<file path="src/rtl/i2c_tgt_pkg.sv">
// Package: shared state encoding for the I2C target engine.
// Assumes one transfer at a time; states cover address, control, write and read phases.
package i2c_tgt_pkg;
    typedef enum logic [3:0] {
        ST_IDLE,
        ST_ADDR,
        ST_ADDR_ACK,
        ST_CTRL,
        ST_CTRL_ACK,
        ST_WDATA,
        ST_WDATA_ACK,
        ST_RDATA,
        ST_RDATA_ACK
    } tgt_state_t;
endpackage

</file>
<file path="src/rtl/i2c_line_sync.sv">
// Module: resynchronizes one open-drain bus line into the clk domain and keeps
// the previous synchronized level for edge detection.
// Assumes the line idles high, so every stage resets to 1.
module i2c_line_sync #(
    parameter int STAGES = 2
) (
    input  logic clk,
    input  logic rst_n,
    input  logic line_in,
    output logic level,
    output logic level_prev
);
    logic [STAGES-1:0] chain;

    // first stage samples the raw pin
    always_ff @(posedge clk) begin
        if (!rst_n) chain[0] <= 1'b1;
        else        chain[0] <= line_in;
    end

    generate
        for (genvar g = 1; g < STAGES; g++) begin : g_stage
            // each further stage resamples the one before it
            always_ff @(posedge clk) begin
                if (!rst_n) chain[g] <= 1'b1;
                else        chain[g] <= chain[g-1];
            end
        end
    endgenerate

    // one extra copy of the synchronized level for edge detection
    always_ff @(posedge clk) begin
        if (!rst_n) level_prev <= 1'b1;
        else        level_prev <= chain[STAGES-1];
    end

    assign level = chain[STAGES-1];
endmodule

</file>
<file path="src/rtl/i2c_tgt_regs.sv">
// Module: control register (channel select and output enable), output-code
// register and the channel sample multiplexer.
// Assumes write strobes are single-cycle pulses from the engine.
module i2c_tgt_regs #(
    parameter int DATA_W = 8,
    parameter int NUM_CH = 4,
    parameter int OE_BIT = 6
) (
    input  logic                     clk,
    input  logic                     rst_n,
    input  logic                     ctrl_we,
    input  logic                     data_we,
    input  logic [DATA_W-1:0]        wbyte,
    input  logic [NUM_CH*DATA_W-1:0] samples,
    output logic [DATA_W-1:0]        sel_sample,
    output logic [DATA_W-1:0]        out_code,
    output logic                     out_active
);
    localparam int SEL_W = (NUM_CH > 1) ? $clog2(NUM_CH) : 1;

    logic [SEL_W-1:0]  ch_sel;
    logic              oe_q;
    logic [DATA_W-1:0] code_q;
    logic [DATA_W-1:0] ch_word [NUM_CH];

    generate
        for (genvar g = 0; g < NUM_CH; g++) begin : g_ch
            assign ch_word[g] = samples[g*DATA_W +: DATA_W];
        end
    endgenerate

    // control fields are loaded from a completed control byte
    always_ff @(posedge clk) begin
        if (!rst_n) begin
            ch_sel <= '0;
            oe_q   <= 1'b0;
        end else if (ctrl_we) begin
            ch_sel <= wbyte[SEL_W-1:0];
            oe_q   <= wbyte[OE_BIT];
        end
    end

    // output code register takes every completed data byte
    always_ff @(posedge clk) begin
        if (!rst_n)       code_q <= '0;
        else if (data_we) code_q <= wbyte;
    end

    assign sel_sample = ch_word[ch_sel];
    assign out_active = oe_q;
    assign out_code   = oe_q ? code_q : '0;
endmodule

</file>
<file path="src/rtl/i2c_tgt_engine.sv">
// Module: bus protocol engine. It shifts bytes in and out on synchronized SCL
// edges, checks the device address, drives ACK and read bits through sda_oe,
// and pulses write strobes for the control and data bytes.
// Assumes DATA_W = ADDR_W + 1 and that a START or STOP outranks any SCL edge.
module i2c_tgt_engine
    import i2c_tgt_pkg::*;
#(
    parameter int              ADDR_W   = 7,
    parameter int              DATA_W   = 8,
    parameter logic [ADDR_W-1:0] DEV_ADDR = 7'b1001000
) (
    input  logic              clk,
    input  logic              rst_n,
    input  logic              sda_s,
    input  logic              scl_rise,
    input  logic              scl_fall,
    input  logic              start_det,
    input  logic              stop_det,
    input  logic [DATA_W-1:0] sel_sample,
    output logic              sda_oe,
    output logic              ctrl_we,
    output logic              data_we,
    output logic [DATA_W-1:0] wbyte
);
    localparam int CNT_W = $clog2(DATA_W + 1);
    localparam logic [CNT_W-1:0] FULL = CNT_W'(DATA_W);

    tgt_state_t        state;
    logic [CNT_W-1:0]  bit_cnt;
    logic [DATA_W-1:0] shreg;
    logic              rw_bit;
    logic              master_ack;
    logic              byte_done;

    assign byte_done = scl_fall && (bit_cnt == FULL) && !start_det && !stop_det;
    assign ctrl_we   = byte_done && (state == ST_CTRL);
    assign data_we   = byte_done && (state == ST_WDATA);
    assign wbyte     = shreg;

    // protocol sequencer: bus conditions first, then SCL edges per state
    always_ff @(posedge clk) begin
        if (!rst_n) begin
            state      <= ST_IDLE;
            bit_cnt    <= '0;
            shreg      <= '0;
            rw_bit     <= 1'b0;
            master_ack <= 1'b0;
            sda_oe     <= 1'b0;
        end else if (start_det) begin
            state   <= ST_ADDR;
            bit_cnt <= '0;
            sda_oe  <= 1'b0;
        end else if (stop_det) begin
            state   <= ST_IDLE;
            bit_cnt <= '0;
            sda_oe  <= 1'b0;
        end else begin
            unique case (state)
                ST_ADDR, ST_CTRL, ST_WDATA: begin
                    if (scl_rise && bit_cnt < FULL) begin
                        shreg   <= {shreg[DATA_W-2:0], sda_s};
                        bit_cnt <= bit_cnt + 1'b1;
                    end else if (byte_done) begin
                        bit_cnt <= '0;
                        if (state == ST_ADDR) begin
                            if (shreg[DATA_W-1 -: ADDR_W] == DEV_ADDR) begin
                                state  <= ST_ADDR_ACK;
                                rw_bit <= shreg[0];
                                sda_oe <= 1'b1;
                            end else begin
                                state <= ST_IDLE;
                            end
                        end else if (state == ST_CTRL) begin
                            state  <= ST_CTRL_ACK;
                            sda_oe <= 1'b1;
                        end else begin
                            state  <= ST_WDATA_ACK;
                            sda_oe <= 1'b1;
                        end
                    end
                end
                ST_ADDR_ACK: begin
                    if (scl_fall) begin
                        if (rw_bit) begin
                            shreg  <= sel_sample;
                            sda_oe <= ~sel_sample[DATA_W-1];
                            state  <= ST_RDATA;
                        end else begin
                            sda_oe <= 1'b0;
                            state  <= ST_CTRL;
                        end
                    end
                end
                ST_CTRL_ACK, ST_WDATA_ACK: begin
                    if (scl_fall) begin
                        sda_oe <= 1'b0;
                        state  <= ST_WDATA;
                    end
                end
                ST_RDATA: begin
                    if (scl_rise && bit_cnt < FULL) begin
                        bit_cnt <= bit_cnt + 1'b1;
                    end else if (scl_fall && bit_cnt == FULL) begin
                        bit_cnt <= '0;
                        sda_oe  <= 1'b0;
                        state   <= ST_RDATA_ACK;
                    end else if (scl_fall && bit_cnt != '0) begin
                        shreg  <= {shreg[DATA_W-2:0], 1'b0};
                        sda_oe <= ~shreg[DATA_W-2];
                    end
                end
                ST_RDATA_ACK: begin
                    if (scl_rise) begin
                        master_ack <= ~sda_s;
                    end else if (scl_fall) begin
                        if (master_ack) begin
                            shreg  <= sel_sample;
                            sda_oe <= ~sel_sample[DATA_W-1];
                            state  <= ST_RDATA;
                        end else begin
                            state <= ST_IDLE;
                        end
                    end
                end
                default: begin
                    sda_oe <= 1'b0;
                end
            endcase
        end
    end
endmodule

</file>
<file path="src/rtl/i2c_dac_target.sv">
// Module: top of the I2C target for a four-input, one-output byte converter.
// Synchronizes both bus lines, derives START/STOP and SCL edges, and joins the
// protocol engine to the register block. SDA is open-drain through sda_oe.
module i2c_dac_target #(
    parameter int              ADDR_W      = 7,
    parameter int              DATA_W      = 8,
    parameter int              NUM_CH      = 4,
    parameter int              OE_BIT      = 6,
    parameter int              SYNC_STAGES = 2,
    parameter logic [ADDR_W-1:0] DEV_ADDR  = 7'b1001000
) (
    input  logic                     clk,
    input  logic                     rst_n,
    input  logic                     scl_in,
    input  logic                     sda_in,
    output logic                     sda_oe,
    input  logic [NUM_CH*DATA_W-1:0] ch_samples,
    output logic [DATA_W-1:0]        out_code,
    output logic                     out_active
);
    logic scl_s, scl_p, sda_s, sda_p;
    logic scl_rise, scl_fall, start_det, stop_det;
    logic ctrl_we, data_we;
    logic [DATA_W-1:0] wbyte, sel_sample;

    i2c_line_sync #(.STAGES(SYNC_STAGES)) u_scl_sync (
        .clk(clk), .rst_n(rst_n), .line_in(scl_in), .level(scl_s), .level_prev(scl_p)
    );
    i2c_line_sync #(.STAGES(SYNC_STAGES)) u_sda_sync (
        .clk(clk), .rst_n(rst_n), .line_in(sda_in), .level(sda_s), .level_prev(sda_p)
    );

    assign scl_rise  = scl_s & ~scl_p;
    assign scl_fall  = ~scl_s & scl_p;
    assign start_det = scl_s & scl_p & sda_p & ~sda_s;
    assign stop_det  = scl_s & scl_p & ~sda_p & sda_s;

    i2c_tgt_engine #(.ADDR_W(ADDR_W), .DATA_W(DATA_W), .DEV_ADDR(DEV_ADDR)) u_engine (
        .clk(clk), .rst_n(rst_n), .sda_s(sda_s),
        .scl_rise(scl_rise), .scl_fall(scl_fall),
        .start_det(start_det), .stop_det(stop_det),
        .sel_sample(sel_sample), .sda_oe(sda_oe),
        .ctrl_we(ctrl_we), .data_we(data_we), .wbyte(wbyte)
    );

    i2c_tgt_regs #(.DATA_W(DATA_W), .NUM_CH(NUM_CH), .OE_BIT(OE_BIT)) u_regs (
        .clk(clk), .rst_n(rst_n), .ctrl_we(ctrl_we), .data_we(data_we),
        .wbyte(wbyte), .samples(ch_samples), .sel_sample(sel_sample),
        .out_code(out_code), .out_active(out_active)
    );
endmodule

</file>
<file path="config.mk">
export PLATFORM = sky130hd
export DESIGN_NAME = i2c_dac_target
export DESIGN_NICKNAME = d
export VERILOG_FILES = /design/src/rtl/i2c_tgt_pkg.sv /design/src/rtl/i2c_line_sync.sv /design/src/rtl/i2c_tgt_regs.sv /design/src/rtl/i2c_tgt_engine.sv /design/src/rtl/i2c_dac_target.sv
export SDC_FILE = /design/constraint.sdc
export NUM_CORES = 1
export LEC_CHECK = 0
export BUFFER_PORTS_ARGS = -buffer_cell sky130_fd_sc_hd__buf_2
export CORE_ASPECT_RATIO = 0.7
export CORE_MARGIN = 2
export CORE_UTILIZATION = 50
export CTS_BUF_LIST = sky130_fd_sc_hd__clkbuf_16
export CTS_CLUSTER_SIZE = 20
export DETAILED_ROUTE_END_ITERATION = 10
export PLACE_DENSITY_LB_ADDON = 0.25
export SLEW_MARGIN = 30
export SYNTH_ARGS = -nofsm -noshare
export SYNTH_HDL_FRONTEND = slang
export SYNTH_SLANG_ARGS = --single-unit
export TNS_END_PERCENT = 5
</file>
<file path="constraint.sdc">
create_clock -name clk -period 3.95 [get_ports clk]
set_clock_uncertainty 0.05 [all_clocks]
set_input_delay 0.79 -clock clk [delete_from_list [all_inputs] [get_ports clk]]
set_output_delay 0.79 -clock clk [all_outputs]
set_load 0.02 [all_outputs]
</file>
Yosys cells after proc, flatten, opt, wreduce, memory -nomap -nowiden --
Cells that the tools add are included.
Cells by class: add/sub/neg operators 1, $lt $le $gt $ge 2, equal/unequal tests 35, multiplexer cells 49, bitwise gates (word level) 18, reduce and logical (&&, ||, !) cells 24
Operators by type and width (count):
- $mux W8 | 12
- $mux W4 | 13
- $pmux W8 S4 | 1
- $ne A4 B1 Y1 const B | 5
- $pmux W4 S5 | 1
- $ne A2 B1 Y1 const B | 9
- $reduce_and A9 Y1 | 2
- $bmux W8 S2 | 1
- $eq A4 B3 Y1 const B | 4
- $mux W1 | 15
- $reduce_and A12 Y1 | 1
- $not A1 Y1 | 10
- $reduce_and A10 Y1 | 1
- $ne A3 B1 Y1 const B | 3
- $eq A4 B2 Y1 const B | 2
- $eq A4 B4 Y1 const B | 2
- $ne A2 B2 Y1 const B | 4
- $ne A4 B2 Y1 const B | 2
- $pmux W4 S2 | 1
- $reduce_bool A4 Y1 | 2
- $and A1 B1 Y1 | 7
- $eq A7 B7 Y1 const B | 1
- $logic_and A1 B1 Y1 | 7
- $reduce_and A7 Y1 | 1
- 18 further kinds | 22
Word-level totals: register bits after elaboration 36, input port bits 36, output and inout bits 10, word-level logic and storage cells 145

Depth between registers and ports, before layout --
depth after elaboration 11, gate-level depth with buffers 8, mapped depth without buffers 7

Cells and area by module --
Synthesis repeated with hierarchy kept, for this count alone.
Second synthesis, totals: cells, all modules 223, area, all modules 2204.6 um^2
By module, submodules not included:
- i2c_tgt_engine | times used 1, cells each 154, area each 1360.1 um^2, seq. area each 380.4 um^2
- i2c_tgt_regs | times used 1, cells each 53, area each 654.4 um^2, seq. area each 220.2 um^2
- i2c_line_sync | times used 2, cells each 6, area each 78.8 um^2, seq. area each 60.1 um^2
- i2c_dac_target | times used 1, cells each 4, area each 32.5 um^2, seq. area each 0.0 um^2

Least setup slack after synthesis --
No wires, ideal clock.
path kind input to register, start point in ch_samples[31], end point reg u_engine.sda_oe, setup time 0.072 ns, data arrival time 1.761 ns, required time 3.828 ns, slack 2.068 ns, cell stages on the path 4, buffers on the path 0, cells stage by stage mux4_2 > a211o_1 > a21o_1 > mux2i_1
Between the ends: word-level cells in the longest chain between the ends 8, elaborated cells on any way between the ends 10, classes of those cells mux: 9; bitwise: 1
RTL lines:
- from (decl) | line i2c_dac_target.sv:17 | input logic [NUM_CH*DATA_W-1:0] ch_samples,
- $bmux W8 S2 * | line i2c_tgt_regs.sv:49 | assign sel_sample = ch_word[ch_sel];
- $mux W8 (implied by the code) * (2 in series) | line i2c_tgt_regs.sv:49
- $not A1 Y1 * | line i2c_tgt_engine.sv:86, i2c_tgt_engine.sv:118
- $mux W1 | line i2c_tgt_engine.sv:116 | if (master_ack) begin
- $mux W1 | line i2c_tgt_engine.sv:115 | end else if (scl_fall) begin
- $mux W1 | line i2c_tgt_engine.sv:113 | if (scl_rise) begin
- $pmux W1 S5 * | line i2c_tgt_engine.sv:58 | unique case (state)
- to (signal assigned) | line i2c_tgt_engine.sv:86 | sda_oe <= ~sel_sample[DATA_W-1];
- to (signal assigned) | line i2c_tgt_engine.sv:109 | sda_oe <= ~shreg[DATA_W-2];
- to (signal assigned) | line i2c_tgt_engine.sv:118 | sda_oe <= ~sel_sample[DATA_W-1];
- to (decl) | line i2c_tgt_engine.sv:20 | output logic sda_oe,
Mark *: on every way between the ends. The rest lies on a longest branch, timed or not. The select of a mux whose other input is x is not followed. A chain may end at the register's enable or synchronous reset.

Final worst setup path --
start point reg u_engine.state[1], end point reg u_engine.shreg[7], in the netlist u_engine.wbyte[7]
Between the ends: word-level cells in the longest chain between the ends 4, elaborated cells on any way between the ends 19, classes of those cells eq/ne: 15; mux: 1; reduce/logical: 3
RTL lines:
- from (decl) | line i2c_tgt_engine.sv:28 | tgt_state_t state;
- from (signal assigned) | line i2c_tgt_engine.sv:43 | state <= ST_IDLE;
- from (signal assigned) | line i2c_tgt_engine.sv:50 | state <= ST_ADDR;
- from (signal assigned) | line i2c_tgt_engine.sv:54 | state <= ST_IDLE;
- $eq A4 B2 Y1 (tied with other cells) | line i2c_tgt_engine.sv:58
- $reduce_or A3 Y1 | line i2c_tgt_engine.sv:58
- $ne A2 B1 Y1 (no source line) or $reduce_bool A4 Y1 (tied branches)
- $reduce_and A12 Y1 (no source line)
- to (signal assigned) | line i2c_tgt_engine.sv:61 | shreg <= {shreg[DATA_W-2:0], sda_s};
- to (signal assigned) | line i2c_tgt_engine.sv:85 | shreg <= sel_sample;
- to (signal assigned) | line i2c_tgt_engine.sv:108 | shreg <= {shreg[DATA_W-2:0], 1'b0};
- to (decl) | line i2c_tgt_engine.sv:30 | logic [DATA_W-1:0] shreg;
Several ways; a longest one is shown, not always the timed one.

==> flow_summary.json <==
{
  "timing.final.crit_share_pct": 60.09,
  "cap_viol_max_count": 0,
  "die_area_sq_mm": 0.004962,
  "first_pass_iters": 5,
  "fin_cells": 341,
  "max_freq_mhz": 421.3,
  "die_w_um": 83.35,
  "worst_slew_pin_slew_ns": 0.6460,
  "cts_resized": 0,
  "drtIter0Drc": 227,
  "power.density_mw_per_mm2": 307.3,
  "wl_per_cell_um": 14.45,
  "clk_pin_slew_ns": 0.05,
  "hold_path.class": "flop to flop",
  "yosysSeqAreaShare_pct": 32.71,
  "grt_pass1_vias": 1665,
  "p_leak_nw": 1.001,
  "status": "completed",
  "critical-path-top-delay-family": "simple AND/OR/NAND/NOR gates",
  "pin_count": 46,
  "yosysWarningCount": 0,
  "vias": 1892,
  "grt_overflow": 0,
  "fillerInstances": 407,
  "p_total_uw": 780.8,
  "rsz0062_at_grt": "no",
  "clock_latency_ns": 0.28,
  "ant_nets": 0,
  "dp.cells": 334,
  "synth_edf_count": 0,
  "relSlewSlack_pct": 56.62,
  "nets": 324,
  "period_minus_slack_ns": 2.373,
  "viasPerCell": 5.548,
  "cts_buffers": 5,
  "grt_max_degree": 39,
  "coreArea_sq_mm": 0.004279,
  "ctsHoldBuffers": 0,
  "crit_path_end_kind": "flop",
  "slew_violations": 0,
  "cts_buffer_depth": 2,
  "grt_pass1_wl_um": 8459,
  "finalSetupTns_ns": 0,
  "io_buffer_count": 45,
  "cp_num_buf_inv": 0,
  "setup_viol": 0,
  "synthesis.area_sq_mm": 0.002203,
  "top_layer_used": "met4",
  "drive_gt1_share_pct": 22.73,
  "drc": 0,
  "syn_nets": 289,
  "vdd.ir_drop.worst_mv": 0.2201,
  "area_growth_pct": 15.33,
  "track_usage_pct": 21.95,
  "avgSynthCellArea_sq_um": 8.778,
  "cts_htree_levels": 2,
  "wl_met3_um": 403,
  "startpoint_type": "flop",
  "required_ns": 4.10,
  "post_cts_buffers": 0,
  "die_y_um": 59.54,
  "crit_arrival_ns": 2.52,
  "synth_flop_cell": "dfxtp_1",
  "crit_chain": "nand2_1 -> or3_1 -> o211ai_1 -> nand4b_1 -> mux2i_1",
  "synth_cell_types": 55,
  "cts_tree": "built",
  "slowest_delay_ns": 0.72,
  "antenna_found_initial": 0,
  "place_congestion": 0.9119,
  "cts.sinks": 36,
  "rows": 20,
  "start_util_pct": 51.49,
  "synthCells": 251,
  "n_antenna_cell": 0,
  "drt-total-wl_um": 4926,
  "cts_root_buf": "clkbuf_16",
  "ys_ff_latch": 36,
  "crit_fanout": 22,
  "wl_met1_um": 2525,
  "crit_type": "flop to flop",
  "async_flop_share_pct": 0,
  "crit_slowest_cell": "dfxtp_1",
  "hpwl_um": 3526,
  "dr_wl_met2_um": 1965,
  "hold_violations": 0
}
## layout make-up
class,instances,area [sq um],area share (%)
Multi-Input combinational cell,195,1381,54.36
Sequential cell,36,720.7,28.36
Timing Repair Buffer,45,225.2,8.863
Clock buffer,5,125.1,4.924
Tap cell,55,68.82,2.708
Inverter,3,11.26,0.4431
Clock inverter,2,8.758,0.3447
## power breakdown
| group | leakage (nW) | internal [mW] | switching, mW | total (mW) |
|---|---|---|---|---|
| Combinational | 0.640 | 0.0249 | 0.0192 | 0.0441 |
| Sequential | 0.291 | 0.366 | 0.00344 | 0.370 |
| Clock | 0.0709 | 0.226 | 0.141 | 0.367 |
## cell usage after synthesis (2+ instances only)
| cell type | count | area, sq um |
|---|---|---|
| dfxtp_1 | 36 | 720.7 |
| nand2_1 | 33 | 123.9 |
| mux2i_1 | 20 | 200.2 |
| nand3_1 | 14 | 70.07 |
| o21ai_0 | 14 | 70.07 |
| nand2b_1 | 13 | 81.33 |
| nor2b_1 | 12 | 75.07 |
| a21oi_1 | 9 | 45.04 |
| and2_1 | 9 | 56.30 |
| mux4_2 | 8 | 180.2 |
| nor2_1 | 8 | 30.03 |
| clkbuf_1 | 7 | 26.28 |
| buf_2 | 6 | 30.03 |
| a31oi_1 | 4 | 25.02 |
| nand3b_1 | 4 | 30.03 |
| a211o_1 | 3 | 26.28 |
| inv_1 | 3 | 11.26 |
| xor2_1 | 3 | 26.28 |
| and2b_1 | 2 | 15.01 |
| buf_6 | 2 | 22.52 |
| ha_1 | 2 | 25.02 |
| nor4_1 | 2 | 12.51 |
| nor4b_1 | 2 | 17.52 |
| o211ai_1 | 2 | 15.01 |
| o221ai_1 | 2 | 17.52 |
| or3_1 | 2 | 12.51 |
## layer usage
layer	global-route usage, %	vias up
met5	0	-
met4	8.431	0
met3	5.292	4
met2	30.99	82
met1	32.36	835
li1	-	971
## cell usage in the layout, fill, tap and decap left out, types with 2 or more instances in the layout
master / synthesis / routed
ha_1: 2 / 2
nand2_1: 33 / 33
nand3_1: 14 / 14
nor4_1: 2 / 2
o21ai_0: 14 / 14
o211ai_1: 2 / 2
buf_2: 6 / 45
nand3b_1: 4 / 4
nor2b_1: 12 / 12
xor2_1: 3 / 3
dfxtp_1: 36 / 36
nand2b_1: 13 / 13
and2_1: 9 / 9
or3_1: 2 / 2
mux2i_1: 20 / 20
nor4b_1: 2 / 2
mux4_2: 8 / 8
a31oi_1: 4 / 4
a21oi_1: 9 / 9
clkbuf_16: 0 / 5
o221ai_1: 2 / 2
nor2_1: 8 / 8
inv_1: 3 / 4
and2b_1: 2 / 2
a211o_1: 3 / 3
## cell families (layout without fill, tap and decap cells)
logic type / after synthesis / in the layout / synth area share, %
flops: 36 / 36 / 32.71
mux: 28 / 28 / 17.26
fa+ha+maj: 2 / 2 / 1.136
xor+xnor: 4 / 4 / 1.590
simple gates: 115 / 115 / 29.08
buf+inv: 20 / 55 / 4.600
compound gates: 46 / 46 / 13.63
## worst reg2reg max path: stages, from the launching register on
cell and delay (ns):
dfxtp_1 0.72, nand2_1 0.20, or3_1 0.42, o211ai_1 0.10, nand4b_1 0.49, mux2i_1 0.31
## path summary, 6_finish.rpt
check	startpoint	end	slack, ns	cells past startpoint
worst min register to register	u_scl_sync.chain[0]	u_scl_sync.level	0.35	1
worst min-delay path	u_scl_sync.chain[0]	u_scl_sync.level	0.35	1
worst max register to register	u_engine.state[1]	u_engine.wbyte[7]	1.58	5
worst max-delay path	u_engine.state[1]	u_engine.wbyte[7]	1.58	5
## registers in the layout (all words and copies together), names as in the netlist, 2 cells and up
signal            count
u_engine.state        4
u_regs.ch_sel         2
u_engine.bit_cnt      4
u_regs.code_q         8
u_engine.wbyte        8
## stage by stage
step | util, % | worst slack [ns] | hold slack [ns] | instance area [sq um]
after floorplan | - | 2.068 | 0.3363 | 2203
after global placement | 56.26 | 1.646 | 0.3418 | 2407
after detailed placement | 56.26 | 1.587 | 0.3426 | 2407
after CTS | 59.39 | 1.573 | 0.3549 | 2541
after global routing | 59.39 | 1.313 | 0.3684 | 2541
final | 59.39 | 1.577 | 0.3527 | 2541
Note: power is estimated with default switching activity, not from simulation.
